<file path="config.mk">
export PLATFORM = sky130hd
export DESIGN_NAME = sclk_cs_sequencer
export DESIGN_NICKNAME = d
export VERILOG_FILES = /design/src/rtl/sclk_cs_pkg.sv /design/src/rtl/sclk_param_bank.sv /design/src/rtl/sclk_phase_acc.sv /design/src/rtl/sclk_cs_fsm.sv /design/src/rtl/sclk_cs_sequencer.sv
export SDC_FILE = /design/constraint.sdc
export NUM_CORES = 1
export LEC_CHECK = 0
export BUFFER_PORTS_ARGS = -buffer_cell sky130_fd_sc_hd__clkbuf_2
export CAP_MARGIN = 0
export CELL_PAD_IN_SITES_DETAIL_PLACEMENT = 1
export CELL_PAD_IN_SITES_GLOBAL_PLACEMENT = 1
export CORE_MARGIN = 2
export CORE_UTILIZATION = 50
export CTS_CLUSTER_DIAMETER = 80
export CTS_CLUSTER_SIZE = 40
export DETAILED_ROUTE_END_ITERATION = 10
export PLACE_DENSITY_LB_ADDON = 0.1
export SYNTH_ARGS = -nofsm -noshare
export SYNTH_HDL_FRONTEND = slang
export SYNTH_SLANG_ARGS = --single-unit
</file>
<file path="constraint.sdc">
create_clock -name clk -period 4.1 [get_ports clk]
set_clock_uncertainty 0.15 [all_clocks]
set_input_delay 0.41 -clock clk [delete_from_list [all_inputs] [get_ports clk]]
set_output_delay 0.41 -clock clk [all_outputs]
set_load 0.01 [all_outputs]
</file>
<file path="src/rtl/sclk_cs_pkg.sv">
package sclk_cs_pkg;
  localparam int FIELD_W   = 8;
  localparam int SCALE_LOG = 9;

  typedef enum logic [2:0] {
    ST_IDLE, ST_SETUP, ST_RUN, ST_HOLD, ST_GAP
  } seq_state_e;

  typedef struct packed {
    logic [FIELD_W-1:0] rate;
    logic [FIELD_W-1:0] setup;
    logic [FIELD_W-1:0] hold;
    logic [FIELD_W-1:0] gap;
  } dev_word_t;

  function automatic logic [FIELD_W-1:0] legal_rate(input logic [FIELD_W-1:0] f);
    if (f == '0 || (f & (f - 1'b1)) != '0) return FIELD_W'(1);
    return f;
  endfunction
endpackage

</file>
<file path="src/rtl/sclk_param_bank.sv">
module sclk_param_bank
  import sclk_cs_pkg::*;
#(
  parameter int NDEV = 8,
  localparam int IDXW = (NDEV > 1) ? $clog2(NDEV) : 1,
  localparam int AW   = IDXW + 2
) (
  input  logic            clk,
  input  logic            rst_n,
  input  logic            we,
  input  logic [AW-1:0]   addr,
  input  logic [31:0]     wdata,
  input  logic [IDXW-1:0] rd_idx,
  output dev_word_t       rd_word
);
  dev_word_t words [NDEV];
  logic [IDXW-1:0] wr_idx;
  logic [1:0] unused_lsb;

  assign wr_idx     = addr[AW-1:2];
  assign unused_lsb = addr[1:0];

  for (genvar g = 0; g < NDEV; g++) begin : g_word
    always_ff @(posedge clk) begin
      if (!rst_n) words[g] <= '0;
      else if (we && wr_idx == IDXW'(g)) words[g] <= dev_word_t'(wdata);
    end
  end

  always_comb begin
    rd_word = '0;
    for (int i = 0; i < NDEV; i++)
      if (rd_idx == IDXW'(i)) rd_word = words[i];
  end
endmodule

</file>
<file path="src/rtl/sclk_phase_acc.sv">
module sclk_phase_acc
  import sclk_cs_pkg::*;
#(
  parameter int ACC_W = SCALE_LOG
) (
  input  logic               clk,
  input  logic               rst_n,
  input  logic               run,
  input  logic [FIELD_W-1:0] step,
  output logic               strobe
);
  logic [ACC_W-1:0] acc;
  logic [ACC_W:0]   sum;

  assign sum    = {1'b0, acc} + (ACC_W+1)'(step);
  assign strobe = run && sum[ACC_W];

  always_ff @(posedge clk) begin
    if (!rst_n || !run) acc <= '0;
    else acc <= sum[ACC_W-1:0];
  end
endmodule

</file>
<file path="src/rtl/sclk_cs_fsm.sv">
module sclk_cs_fsm
  import sclk_cs_pkg::*;
#(
  parameter int IDXW = 3
) (
  input  logic               clk,
  input  logic               rst_n,
  input  logic               start,
  input  logic               last_bit,
  input  logic [IDXW-1:0]    dev_sel,
  input  dev_word_t          sel_word,
  output logic               run,
  output logic [FIELD_W-1:0] cur_rate,
  output logic               cs_active,
  output logic               cs_done,
  output logic [IDXW-1:0]    cur_dev,
  output logic               ready
);
  seq_state_e         state;
  dev_word_t          cur;
  logic [FIELD_W-1:0] cnt;

  always_ff @(posedge clk) begin
    if (!rst_n) begin
      state   <= ST_IDLE;
      cnt     <= '0;
      cur     <= '0;
      cur_dev <= '0;
    end else begin
      unique case (state)
        ST_IDLE: if (start) begin
          cur      <= sel_word;
          cur.rate <= legal_rate(sel_word.rate);
          cur_dev  <= dev_sel;
          if (sel_word.setup != '0) begin
            state <= ST_SETUP;
            cnt   <= sel_word.setup;
          end else begin
            state <= ST_RUN;
          end
        end
        ST_SETUP: if (cnt == FIELD_W'(1)) state <= ST_RUN;
                  else cnt <= cnt - 1'b1;
        ST_RUN: if (last_bit) begin
          if (cur.hold != '0) begin
            state <= ST_HOLD;
            cnt   <= cur.hold;
          end else if (cur.gap != '0) begin
            state <= ST_GAP;
            cnt   <= cur.gap;
          end else begin
            state <= ST_IDLE;
          end
        end
        ST_HOLD: if (cnt == FIELD_W'(1)) begin
          if (cur.gap != '0) begin
            state <= ST_GAP;
            cnt   <= cur.gap;
          end else begin
            state <= ST_IDLE;
          end
        end else begin
          cnt <= cnt - 1'b1;
        end
        ST_GAP: if (cnt == FIELD_W'(1)) state <= ST_IDLE;
                else cnt <= cnt - 1'b1;
        default: state <= ST_IDLE;
      endcase
    end
  end

  assign run       = (state == ST_RUN);
  assign cur_rate  = cur.rate;
  assign ready     = (state == ST_IDLE);
  assign cs_active = (state == ST_SETUP) || (state == ST_RUN) || (state == ST_HOLD);
  assign cs_done   = (run && last_bit && cur.hold == '0)
                  || (state == ST_HOLD && cnt == FIELD_W'(1));
endmodule

</file>
<file path="src/rtl/sclk_cs_sequencer.sv">
module sclk_cs_sequencer
  import sclk_cs_pkg::*;
#(
  parameter int NDEV = 8,
  localparam int IDXW = (NDEV > 1) ? $clog2(NDEV) : 1,
  localparam int AW   = IDXW + 2
) (
  input  logic            clk,
  input  logic            rst_n,
  input  logic            cfg_we,
  input  logic [AW-1:0]   cfg_addr,
  input  logic [31:0]     cfg_wdata,
  input  logic [IDXW-1:0] dev_sel,
  input  logic            start,
  input  logic            last_bit,
  output logic            edge_stb,
  output logic            cs_active,
  output logic            cs_done,
  output logic [IDXW-1:0] cs_dev,
  output logic            ready
);
  dev_word_t          sel_word;
  logic               run;
  logic [FIELD_W-1:0] cur_rate;

  sclk_param_bank #(.NDEV(NDEV)) u_bank (
    .clk(clk), .rst_n(rst_n), .we(cfg_we), .addr(cfg_addr),
    .wdata(cfg_wdata), .rd_idx(dev_sel), .rd_word(sel_word)
  );

  sclk_cs_fsm #(.IDXW(IDXW)) u_fsm (
    .clk(clk), .rst_n(rst_n), .start(start), .last_bit(last_bit),
    .dev_sel(dev_sel), .sel_word(sel_word), .run(run), .cur_rate(cur_rate),
    .cs_active(cs_active), .cs_done(cs_done), .cur_dev(cs_dev), .ready(ready)
  );

  sclk_phase_acc u_acc (
    .clk(clk), .rst_n(rst_n), .run(run), .step(cur_rate), .strobe(edge_stb)
  );
endmodule

</file>
==> impl_metrics.yaml, run 1 <==
status:
  outcome: "finished clean"
logic_synthesis:
  synth_ff_type: "edfxtp_1"
  synth-compound-area-share_pct: 9.51
  syn_inst: 1173
  synth_xor_area_share_pct: 0.431
  synthArstFlopShare_pct: 0
  netlist_area_um2: 14200
  netlist_top_cells_count: "and2_1 (260), edfxtp_1 (256), nor2_1 (88)"
  synth_edf_count: 256
  muxShareOfSynthArea_pct: 7.63
  synth_area_leaders: "edfxtp_1 (54%), and2_1 (11%), dfxtp_1 (6.6%)"
  synth_most_common_cell: "and2_1"
  ys_seq_area_share_pct: 60.7
  avgSynthCellArea_um2: 12.1
  synth_top_area_share_pct: 54.1
  yosysTopAreaCell: "edfxtp_1"
  ys_ff_latch: 303
  synth.net_count: 1229
  synth_top_family_by_area: "simple AND/OR/NAND/NOR gates"
  synth-simple-area-share_pct: 18.0
  synth_cell_types: 66
  synth_adder_area_share_pct: 1.02
  yosysWarnings: 0
power:
  pwr-share-comb_pct: 12.8
  p_sw_share_pct: 27.3
  clkPwrFrac_pct: 31.2
  power_density_nw_per_um2: 414
  p_sw_w: 0.00177
  power_frac_seq_pct: 56.0
  p_int_w: 0.00472
  power_leakage_nw: 5.76
  ir_worst_vdd_uv: 433
  power.total_w: 0.00649
clocking:
  clock-root-buffer: "clkbuf_16"
  cts_buffers: 16
  post_cts_buffers: 0
  cts_sinks: 303
  clock_path_buffers: 3
  cts_tree: "built"
  htree_num_levels: 1
  cts-resized-gates: 0
  clk_latency_ns: 0.54
  holdBufCountCts: 0
  clk_pin_slew_ns: 0.12
die:
  row_count: 61
  die_width_um: 173
  core-area_um2: 27900
  io_pins: 52
  initial_core_util_pct: 51.0
  die-area_um2: 29800
  die_y_um: 173
hold_path:
  hold_depth: 2
  worstHoldStart: "cfg_wdata[2]"
  whs_endpoint: "u_bank.words[1][66]$_SDFFCE_PN0P_"
  hold_path_class: "input port to flop"
final_layout:
  area_growth_pct: 10.3
  fillCellCount: 2846
  layout-drive-gt1-share_pct: 13.6
  nNetsFinal: 1265
  finalInstanceArea_um2: 15700
global_route:
  overflow: 0
  grt_pass1_wl_mm: 60.9
  grt_max_degree: 39
  track_usage_pct: 26.8
  grt_pass1_vias: 9984
  antenna_found_initial: 1
worst_setup_path:
  crit_slowest_cell: "o41ai_1"
  reg2reg_to: "u_fsm.cnt[1]$_SDFFE_PN0P_"
  worstSetupPathType: "flop to flop"
  crit_fanout: 14
  reg2regPathDepth: 8
  slowest_delay_ns: 0.59
  regToRegSetupSlack_ns: 0.87
  cp_data_required_time_ns: 4.38
  worst-endpoint-arrival_ns: 3.51
  reg2reg_from: "u_bank.words[0][118]$_SDFFCE_PN0P_"
  cp_cell_sequence: "mux4_2 -> mux2_2 -> nor3_1 -> nand4_1 -> o41ai_1 -> a211o_2 -> a2111oi_0 -> a211oi_1"
  startpoint_type: "flop"
  endpoint_kind: "flop"
timing:
  worst_pin_slew_ns: 1.11
  rsz0062_at_grt: "false"
  relSlewSlack_pct: 25.7
  fin_ws_ns: 0.872
  hold_viol: 0
  period_share_pct: 78.7
  whs_ns: 0.0913
  min_period_ns: 3.23
  setup_tns_ns: 0
  fmax_ghz: 0.310
  drv_slew: 0
  finalSetupViolCount: 0
place:
  numPortBuffers: 49
  dpl.hpwl_mm: 24.2
  placed_area_um2: 15100
  pre_cts_ws_ns: 0.433
  place.gp.congestion: 0.883
routing:
  drt-total-wl_mm: 39.6
  wl_per_cell_um: 24.8
  antenna_left: 0
  drc: 0
  firstDrtPassIters: 6
  drt_iter0_markers: 683
  vias: 9514
  vias_per_cell: 5.95
flow_run:
  max_cap_violations: 0
-- sequential cells by signal, indices dropped and copies added (netlist names) --
name	cells
u_fsm.cur	16
u_fsm.cnt	8
u_bank.words	256
u_fsm.cur_rate	8
u_fsm.state	3
u_acc.acc	9
u_fsm.cur_dev	3
-- placed cells by master (no fill, tap or decap), types with 5 or more instances in the layout --
cell       synthesis  final
and2_1           260    260
edfxtp_1         256    256
nor2_1            88     82
a21oi_1           72     72
mux2i_1           60     60
nand2_1           52     52
clkbuf_2           0     47
dfxtp_1           47     47
buf_4              2     39
inv_1             20     20
o21ai_0           24     18
nor3_1            19     17
clkbuf_16          0     17
o22ai_1           16     16
a211oi_1          16     16
mux4_2            16     16
a221o_1           12     12
mux2_2            10     10
nand2b_1          10     10
ha_1              10     10
nor2b_1            9      9
o21ai_1            6      6
nand3_1            6      6
a21o_1             6      6
o21ai_4            0      6
nor2_2             0      6
inv_12             0      6
a221oi_1           5      5
a22oi_1            5      5
or4_1              5      5
xnor2_1            5      5
o211ai_1           5      5
-- layout make-up --
class	instances	area [um2]	area share, %
antenna	1	2.50	0.0160
clock buffer	19	453	2.89
clock inverter	9	139	0.885
inverter	21	78.8	0.503
multi-input combinational	778	5320	33.9
sequential	303	8630	55.0
tap	378	473	3.02
timing repair buffer	89	588	3.75
-- cells by family after synthesis --
kind of cell	Yosys count
xor+xnor	7
flops	303
simple gates	467
mux	87
buf+inv	92
compound gates	206
fa+ha+maj	11
-- critical path: cells and delay by family (launching register included) --
family | cells | cell delay, ns
DFF | 1 | 0.42
muxes | 2 | 0.84
and+or+nand+nor | 2 | 0.40
AOI/OAI and AO/OA | 4 | 1.32
-- stage by stage --
| step | std cells | util, % |
|---|---|---|
| after floorplan | 1173 | - |
| after global placement | 1569 | 54.2 |
| after detailed placement | 1569 | 54.2 |
| after CTS | 1597 | 56.3 |
| after global routing | 1597 | 56.3 |
| final | 1598 | 56.3 |
-- power by group through the flow --
| stage | clock (W) | sequential, W | combinational, W |
|---|---|---|---|
| final | 0.00202 | 0.00363 | 0.000831 |
| after global routing | 0.00215 | 0.00366 | 0.000908 |
| after CTS | 0.00205 | 0.00363 | 0.000827 |
| after detailed placement | 0 | 0.00370 | 0.000821 |
| after global placement | 0 | 0.00369 | 0.000798 |
| after floorplan | 0 | 0.00368 | 0.000522 |
-- metal layers --
layer | routed length (um) | global-route usage [%]
met1 | 17200 | 37.8
met2 | 18900 | 44.1
met3 | 2570 | 3.83
met4 | 900 | 6.70
met5 | 0 | 0
-- worst max path at each step --
stage / from / to / slack (ns) / depth (start not counted)
after floorplan: cfg_addr[4] / u_bank.words[0][0]$_SDFFCE_PN0P_ / 0.46 / 2
after global placement: dev_sel[0] / u_fsm.cnt[0]$_SDFFE_PN0P_ / 0.45 / 9
after detailed placement: dev_sel[0] / u_fsm.cnt[1]$_SDFFE_PN0P_ / 0.43 / 9
after CTS: u_fsm.cnt[5]$_SDFFE_PN0P_ / cs_done / 0.91 / 5
after global routing: dev_sel[0] / u_fsm.cnt[1]$_SDFFE_PN0P_ / 0.64 / 9
final: u_bank.words[0][118]$_SDFFCE_PN0P_ / u_fsm.cnt[1]$_SDFFE_PN0P_ / 0.87 / 8
No activity file was read; power rests on OpenSTA's default activity.
==> run 2, diff against run 1 <==
==> constraint.sdc (replaced) <==
create_clock -name clk -period 3.2 [get_ports clk]
set_clock_uncertainty 0.15 [all_clocks]
set_input_delay 0.32 -clock clk [delete_from_list [all_inputs] [get_ports clk]]
set_output_delay 0.32 -clock clk [all_outputs]
set_load 0.01 [all_outputs]
==> impl_metrics.yaml, run 2 (synthesized netlist as in run 1, its figures left out) <==
place:
  place.gp.congestion: 0.874
  placed_area_um2: 15500
  numPortBuffers: 49
  dpl.hpwl_mm: 25.4
  placed_cells: 1612
clocking:
  cts_buffers: 16
  cts_tree: "built"
  clk_latency_ns: 0.55
  clock-root-buffer: "clkbuf_16"
  clk_pin_slew_ns: 0.12
  cts_sinks: 303
  clock_path_buffers: 3
  htree_num_levels: 1
die:
  die_y_um: 173
  row_count: 61
  io_pins: 52
  core-area_um2: 27900
  initial_core_util_pct: 51.0
  die-area_um2: 29800
  die_width_um: 173
routing:
  firstDrtPassIters: 5
  vias_per_cell: 5.91
  drc: 0
  vias: 9745
  antenna_left: 0
  drt_iter0_markers: 874
  wl_per_cell_um: 24.4
  drt-total-wl_mm: 40.3
final_layout:
  layout_commonest_cell: "and2_1"
  finalInstanceArea_um2: 16200
  top_regs: "u_bank.words: 256 flops, u_fsm.cur: 16 flops, u_acc.acc: 9 flops"
  nNetsFinal: 1318
  final_cell_mix: "and2_1 (260), edfxtp_1 (256), nor2_1 (82)"
  top_register: "u_bank.words"
  diodes: 0
  area_growth_pct: 14.1
  largest_register_ff_count: 256
  finalNonFillerCells: 1650
  layout-drive-gt1-share_pct: 16.9
timing:
  rsz0062_at_grt: "false"
  fmax_ghz: 0.329
  hold_viol: 0
  min_period_ns: 3.04
  relSlewSlack_pct: 43.8
  period_share_pct: 95.1
  worst_pin_slew_ns: 0.844
  finalSetupViolCount: 0
  drv_slew: 0
  whs_ns: 0.00293
worst_setup_path:
  worstSetupPathType: "flop to flop"
  worst-endpoint-arrival_ns: 3.30
  endpoint_kind: "flop"
  startpoint_type: "flop"
  crit_fanout: 7
  cp_data_required_time_ns: 3.46
global_route:
  grt_pass1_wl_mm: 61.5
  track_usage_pct: 27.1
  antenna_found_initial: 0
  grt_pass1_vias: 10300
  grt_max_degree: 39
  overflow: 0
power:
  power_leakage_nw: 6.04
  ir_worst_vdd_uv: 485
  power.total_w: 0.00842
  power_density_nw_per_um2: 519
status:
  outcome: "finished clean"
hold_path:
  hold_path_class: "input port to flop"
flow_run:
  max_cap_violations: 0
## run 2: changes by cell type in the layout (fill, tap and decap cells not counted), sizes merged
| cell | change |
|---|---|
| buf | +46 |
| dlygate4sd3 | +7 |
| clkinv | +3 |
| clkbuf | -2 |
| diode | -1 |
| inv | -1 |
## run 2: final cells by class
cell class	instances	area, um2
inverter	21	78.8
fill	2798	11600
sequential	303	8630
clock buffer	17	425
timing repair buffer	142	1090
clock inverter	11	179
tap	378	473
multi-input combinational	778	5340
## run 2: power breakdown
part           internal (W)  total (W)  switching, W
registers           0.00454    0.00466      0.000120
logic              0.000466    0.00119      0.000722
clock network       0.00109    0.00258       0.00149
## run 2: routing by layer
metal	vias up	track usage [%]	wire length (um)
met1	4919	37.2	17500
li1	4422	-	-
met5	-	0	0
met4	0	6.20	758
met2	352	45.0	19200
met3	52	4.82	2850
## run 2: final timing paths
check	startpoint	end	slack (ns)	cells past startpoint
setup reg to reg	u_bank.words[1][86]$_SDFFCE_PN0P_	u_fsm.cnt[0]$_SDFFE_PN0P_	0.16	9
setup / recovery	u_bank.words[1][86]$_SDFFCE_PN0P_	u_fsm.cnt[0]$_SDFFE_PN0P_	0.16	9
hold / removal	cfg_wdata[22]	u_bank.words[0][22]$_SDFFCE_PN0P_	0.003	2
hold reg to reg	u_fsm.cur_dev[1]$_SDFFE_PN0P_	u_fsm.cur_dev[1]$_SDFFE_PN0P_	0.31	2
## run 2: critical path, stage by stage, from the launching register on
cell,delay (ns)
edfxtp_1,0.41
mux4_2,0.48
mux2_2,0.29
nor3_1,0.31
nand4_1,0.29
o41ai_2,0.32
a211o_2,0.27
buf_4,0.15
mux2i_1,0.18
nor2_1,0.06
## run 2: through the flow
step | setup TNS [ns] | utilization (%) | setup WS (ns)
floorplan | -35.55 | - | -0.233
detailed placement | -0.944 | 55.6 | -0.180
global placement | -0.297 | 55.6 | -0.0703
CTS | 0 | 58.1 | 0.00181
global route | 0 | 58.2 | 0.0263
finish | 0 | 58.2 | 0.156
## run 2: what timing repair did
item                       in CTS  in global routing
hold buffers                    7                  0
buffers inserted                0                  3
hold endpoints to repair       34                  0
gates resized for setup         0                  3
setup endpoints to repair       0                 10
==> run 3, diff against run 2 <==
--- a/config.mk
+++ b/config.mk
@@ -6,7 +6,7 @@
 export NUM_CORES = 1
 export LEC_CHECK = 0
 export BUFFER_PORTS_ARGS = -buffer_cell sky130_fd_sc_hd__clkbuf_2
-export CAP_MARGIN = 0
+export CAP_MARGIN = 20
 export CELL_PAD_IN_SITES_DETAIL_PLACEMENT = 1
 export CELL_PAD_IN_SITES_GLOBAL_PLACEMENT = 1
 export CORE_MARGIN = 2
@@ -15,6 +15,8 @@
 export CTS_CLUSTER_SIZE = 40
 export DETAILED_ROUTE_END_ITERATION = 10
 export PLACE_DENSITY_LB_ADDON = 0.1
+export SLEW_MARGIN = 10
 export SYNTH_ARGS = -nofsm -noshare
 export SYNTH_HDL_FRONTEND = slang
+export SYNTH_HIERARCHICAL = 1
 export SYNTH_SLANG_ARGS = --single-unit
==> impl_metrics.yaml, run 3 <==
status:
  outcome: "finished clean"
power:
  power_density_nw_per_um2: 545
  power_leakage_nw: 6.05
  ir_worst_vdd_uv: 565
  power.total_w: 0.00903
worst_setup_path:
  slowest_delay_ns: 0.44
  crit_fanout: 13
  reg2reg_from: "u_bank/words[0][85]$_SDFFCE_PN0P_"
  startpoint_type: "flop"
  reg2reg_to: "u_fsm/cnt[5]$_SDFFE_PN0P_"
  worstSetupPathType: "flop to flop"
  crit_slowest_cell: "a221oi_1"
  critPathLaunch: "u_bank/words[0][85]$_SDFFCE_PN0P_"
  worst-endpoint-arrival_ns: 3.18
  reg2regPathDepth: 11
  endpoint_kind: "flop"
  regToRegSetupSlack_ns: 0.24
  cp_cell_sequence: "a221oi_1 -> a21oi_1 -> o31a_1 -> nor4_1 -> buf_4 -> a21oi_1 -> o21ai_0 -> buf_4 -> o221ai_4 -> o22ai_1 -> a2111oi_2"
  cp_data_required_time_ns: 3.42
logic_synthesis:
  ys_ff_latch: 303
  synth_top_area_share_pct: 51.8
  netlist_top_cells_count: "and2_1 (259), edfxtp_1 (256), nand2_1 (122)"
  synth_edf_count: 256
  avgSynthCellArea_um2: 11.4
  synth_cell_types: 75
  syn_inst: 1301
  synth.net_count: 1357
  ys_seq_area_share_pct: 58.1
  synth_area_leaders: "edfxtp_1 (52%), and2_1 (11%), dfxtp_1 (6.3%)"
  synth_ff_type: "edfxtp_1"
  synth_most_common_cell: "and2_1"
  netlist_area_um2: 14800
  yosysTopAreaCell: "edfxtp_1"
  synthArstFlopShare_pct: 0
  yosysWarnings: 6
die:
  die_width_um: 176
  initial_core_util_pct: 50.5
  io_pins: 52
  row_count: 63
  die_y_um: 176
  die-area_um2: 31100
  core-area_um2: 29400
global_route:
  grtUsageMet2_pct: 49.6
  track_usage_pct: 28.6
  antenna_found_initial: 1
  grt_pass1_vias: 11200
  grt_max_degree: 59
  grt.met1_usage_pct: 37.2
  overflow: 0
  grt_pass1_wl_mm: 66.6
  busiest_layer: "met2"
  grt_util_met3_pct: 5.02
hold_path:
  hold_depth: 2
  whs_endpoint: "u_bank/words[0][13]$_SDFFCE_PN0P_"
  worstHoldStart: "cfg_wdata[13]"
  hold_path_class: "input port to flop"
place:
  place.gp.congestion: 0.850
  pre_cts_ws_ns: -0.187
  numPortBuffers: 49
  dpl.hpwl_mm: 27.7
routing:
  antenna_left: 0
  drc: 0
  wl_per_cell_um: 24.9
  firstDrtPassIters: 5
  vias_per_cell: 6.01
  drt_iter0_markers: 958
  drt-total-wl_mm: 43.8
  vias: 10600
final_layout:
  top_regs: "u_bank/words: 256 flops, u_fsm/cur: 16 flops, u_acc/acc: 9 flops"
  layout_commonest_cell: "and2_1"
  nNetsFinal: 1416
  top_register: "u_bank/words"
  final_cell_mix: "and2_1 (259), edfxtp_1 (256), nand2_1 (122)"
  largest_register_ff_count: 256
  diodes: 0
  area_growth_pct: 11.7
  layout-drive-gt1-share_pct: 15.7
timing:
  hold_viol: 0
  fin_ws_ns: 0.239
  rsz0062_at_grt: "false"
  relSlewSlack_pct: 48.9
  finalSetupViolCount: 0
  drv_slew: 0
  period_share_pct: 92.5
  worst_pin_slew_ns: 0.758
  min_period_ns: 2.96
  fmax_ghz: 0.338
clocking:
  clock-root-buffer: "clkbuf_16"
  htree_num_levels: 1
  cts-resized-gates: 0
  clock_path_buffers: 3
  cts_buffers: 19
  cts_tree: "built"
  cts_sinks: 303
  clk_pin_slew_ns: 0.10
  clk_latency_ns: 0.54
  post_cts_buffers: 0
flow_run:
  max_cap_violations: 0
run 3: cell types whose count changed in the layout (fill, tap and decap cells not counted), sizes merged, moves of 16 or more:
cell,before,now
nand2,52,122
or2,2,30
o31a,1,30
mux4,16,0
a21oi,72,101
a221oi,6,30
nor2,88,48
a22oi,5,36
run 3: metal layers:
metal,vias to the layer above,share of wire (%)
met3,61,6.4
met2,310,50
li1,4821,-
met1,5406,42
met4,0,2.1
met5,-,0
run 3: cell families after synthesis:
family | after synthesis | share of synthesized area (%)
xor gates and xnor gates | 7 | 0.413
muxes | 69 | 4.67
and+or+nand+nor | 523 | 19.5
adders and majority gates | 12 | 1.04
AOI/OAI and AO/OA | 281 | 12.9
buffers and inverters | 106 | 3.41
DFF | 303 | 58.1
run 3: power breakdown:
part           switching (W)  internal [W]
sequential          0.000197       0.00457
combinational        0.00100      0.000624
clock                0.00146       0.00118
total                0.00265       0.00638
run 3: worst max-delay path: cells and delay by family, from the launching register on:
family	cells	cell delay, ns
AO/OA/AOI/OAI	8	1.61
flip-flops	1	0.43
buffers and inverters	2	0.32
AND/OR/NAND/NOR	1	0.30
run 3: worst max path at each step:
stage          depth (start not counted)  slack, ns                                 to
3_3_place_gp                          13      -0.09          u_fsm/cnt[5]$_SDFFE_PN0P_
3_5_place_dp                          13      -0.19          u_fsm/cnt[4]$_SDFFE_PN0P_
6_report                              11       0.24          u_fsm/cnt[5]$_SDFFE_PN0P_
4_1_cts                               11       0.30          u_fsm/cnt[5]$_SDFFE_PN0P_
2_1_floorplan                          2      -0.22  u_bank/words[0][32]$_SDFFCE_PN0P_
5_1_grt                               11        0.1          u_fsm/cnt[5]$_SDFFE_PN0P_
run 3: through the flow:
stage          area [um2]  setup TNS, ns  util [%]  hold WS [ns]  std cells
2_1_floorplan       14900         -34.14         -         0.294       1301
3_3_place_gp        15900         -0.233      54.0         0.292       1723
3_5_place_dp        15900         -0.789      54.2         0.307       1725
4_1_cts             16600              0      56.4      0.000914       1762
5_1_grt             16600              0      56.4        0.0251       1762
6_report            16600              0      56.4       0.00855       1762
run 3: cell type report:
class	count	area (um2)
fill	3047	12800
sequential	303	8630
multi-input combinational	892	5840
timing repair buffer	135	983
clock buffer	22	497
tap	390	488
clock inverter	11	108
inverter	9	33.8
run 3: repair_timing:
item / 4_1_cts / 5_1_grt
endpoints found under the hold margin: 22 / 0
endpoints found under the setup margin: 0 / 0
hold buffers: 4 / 0
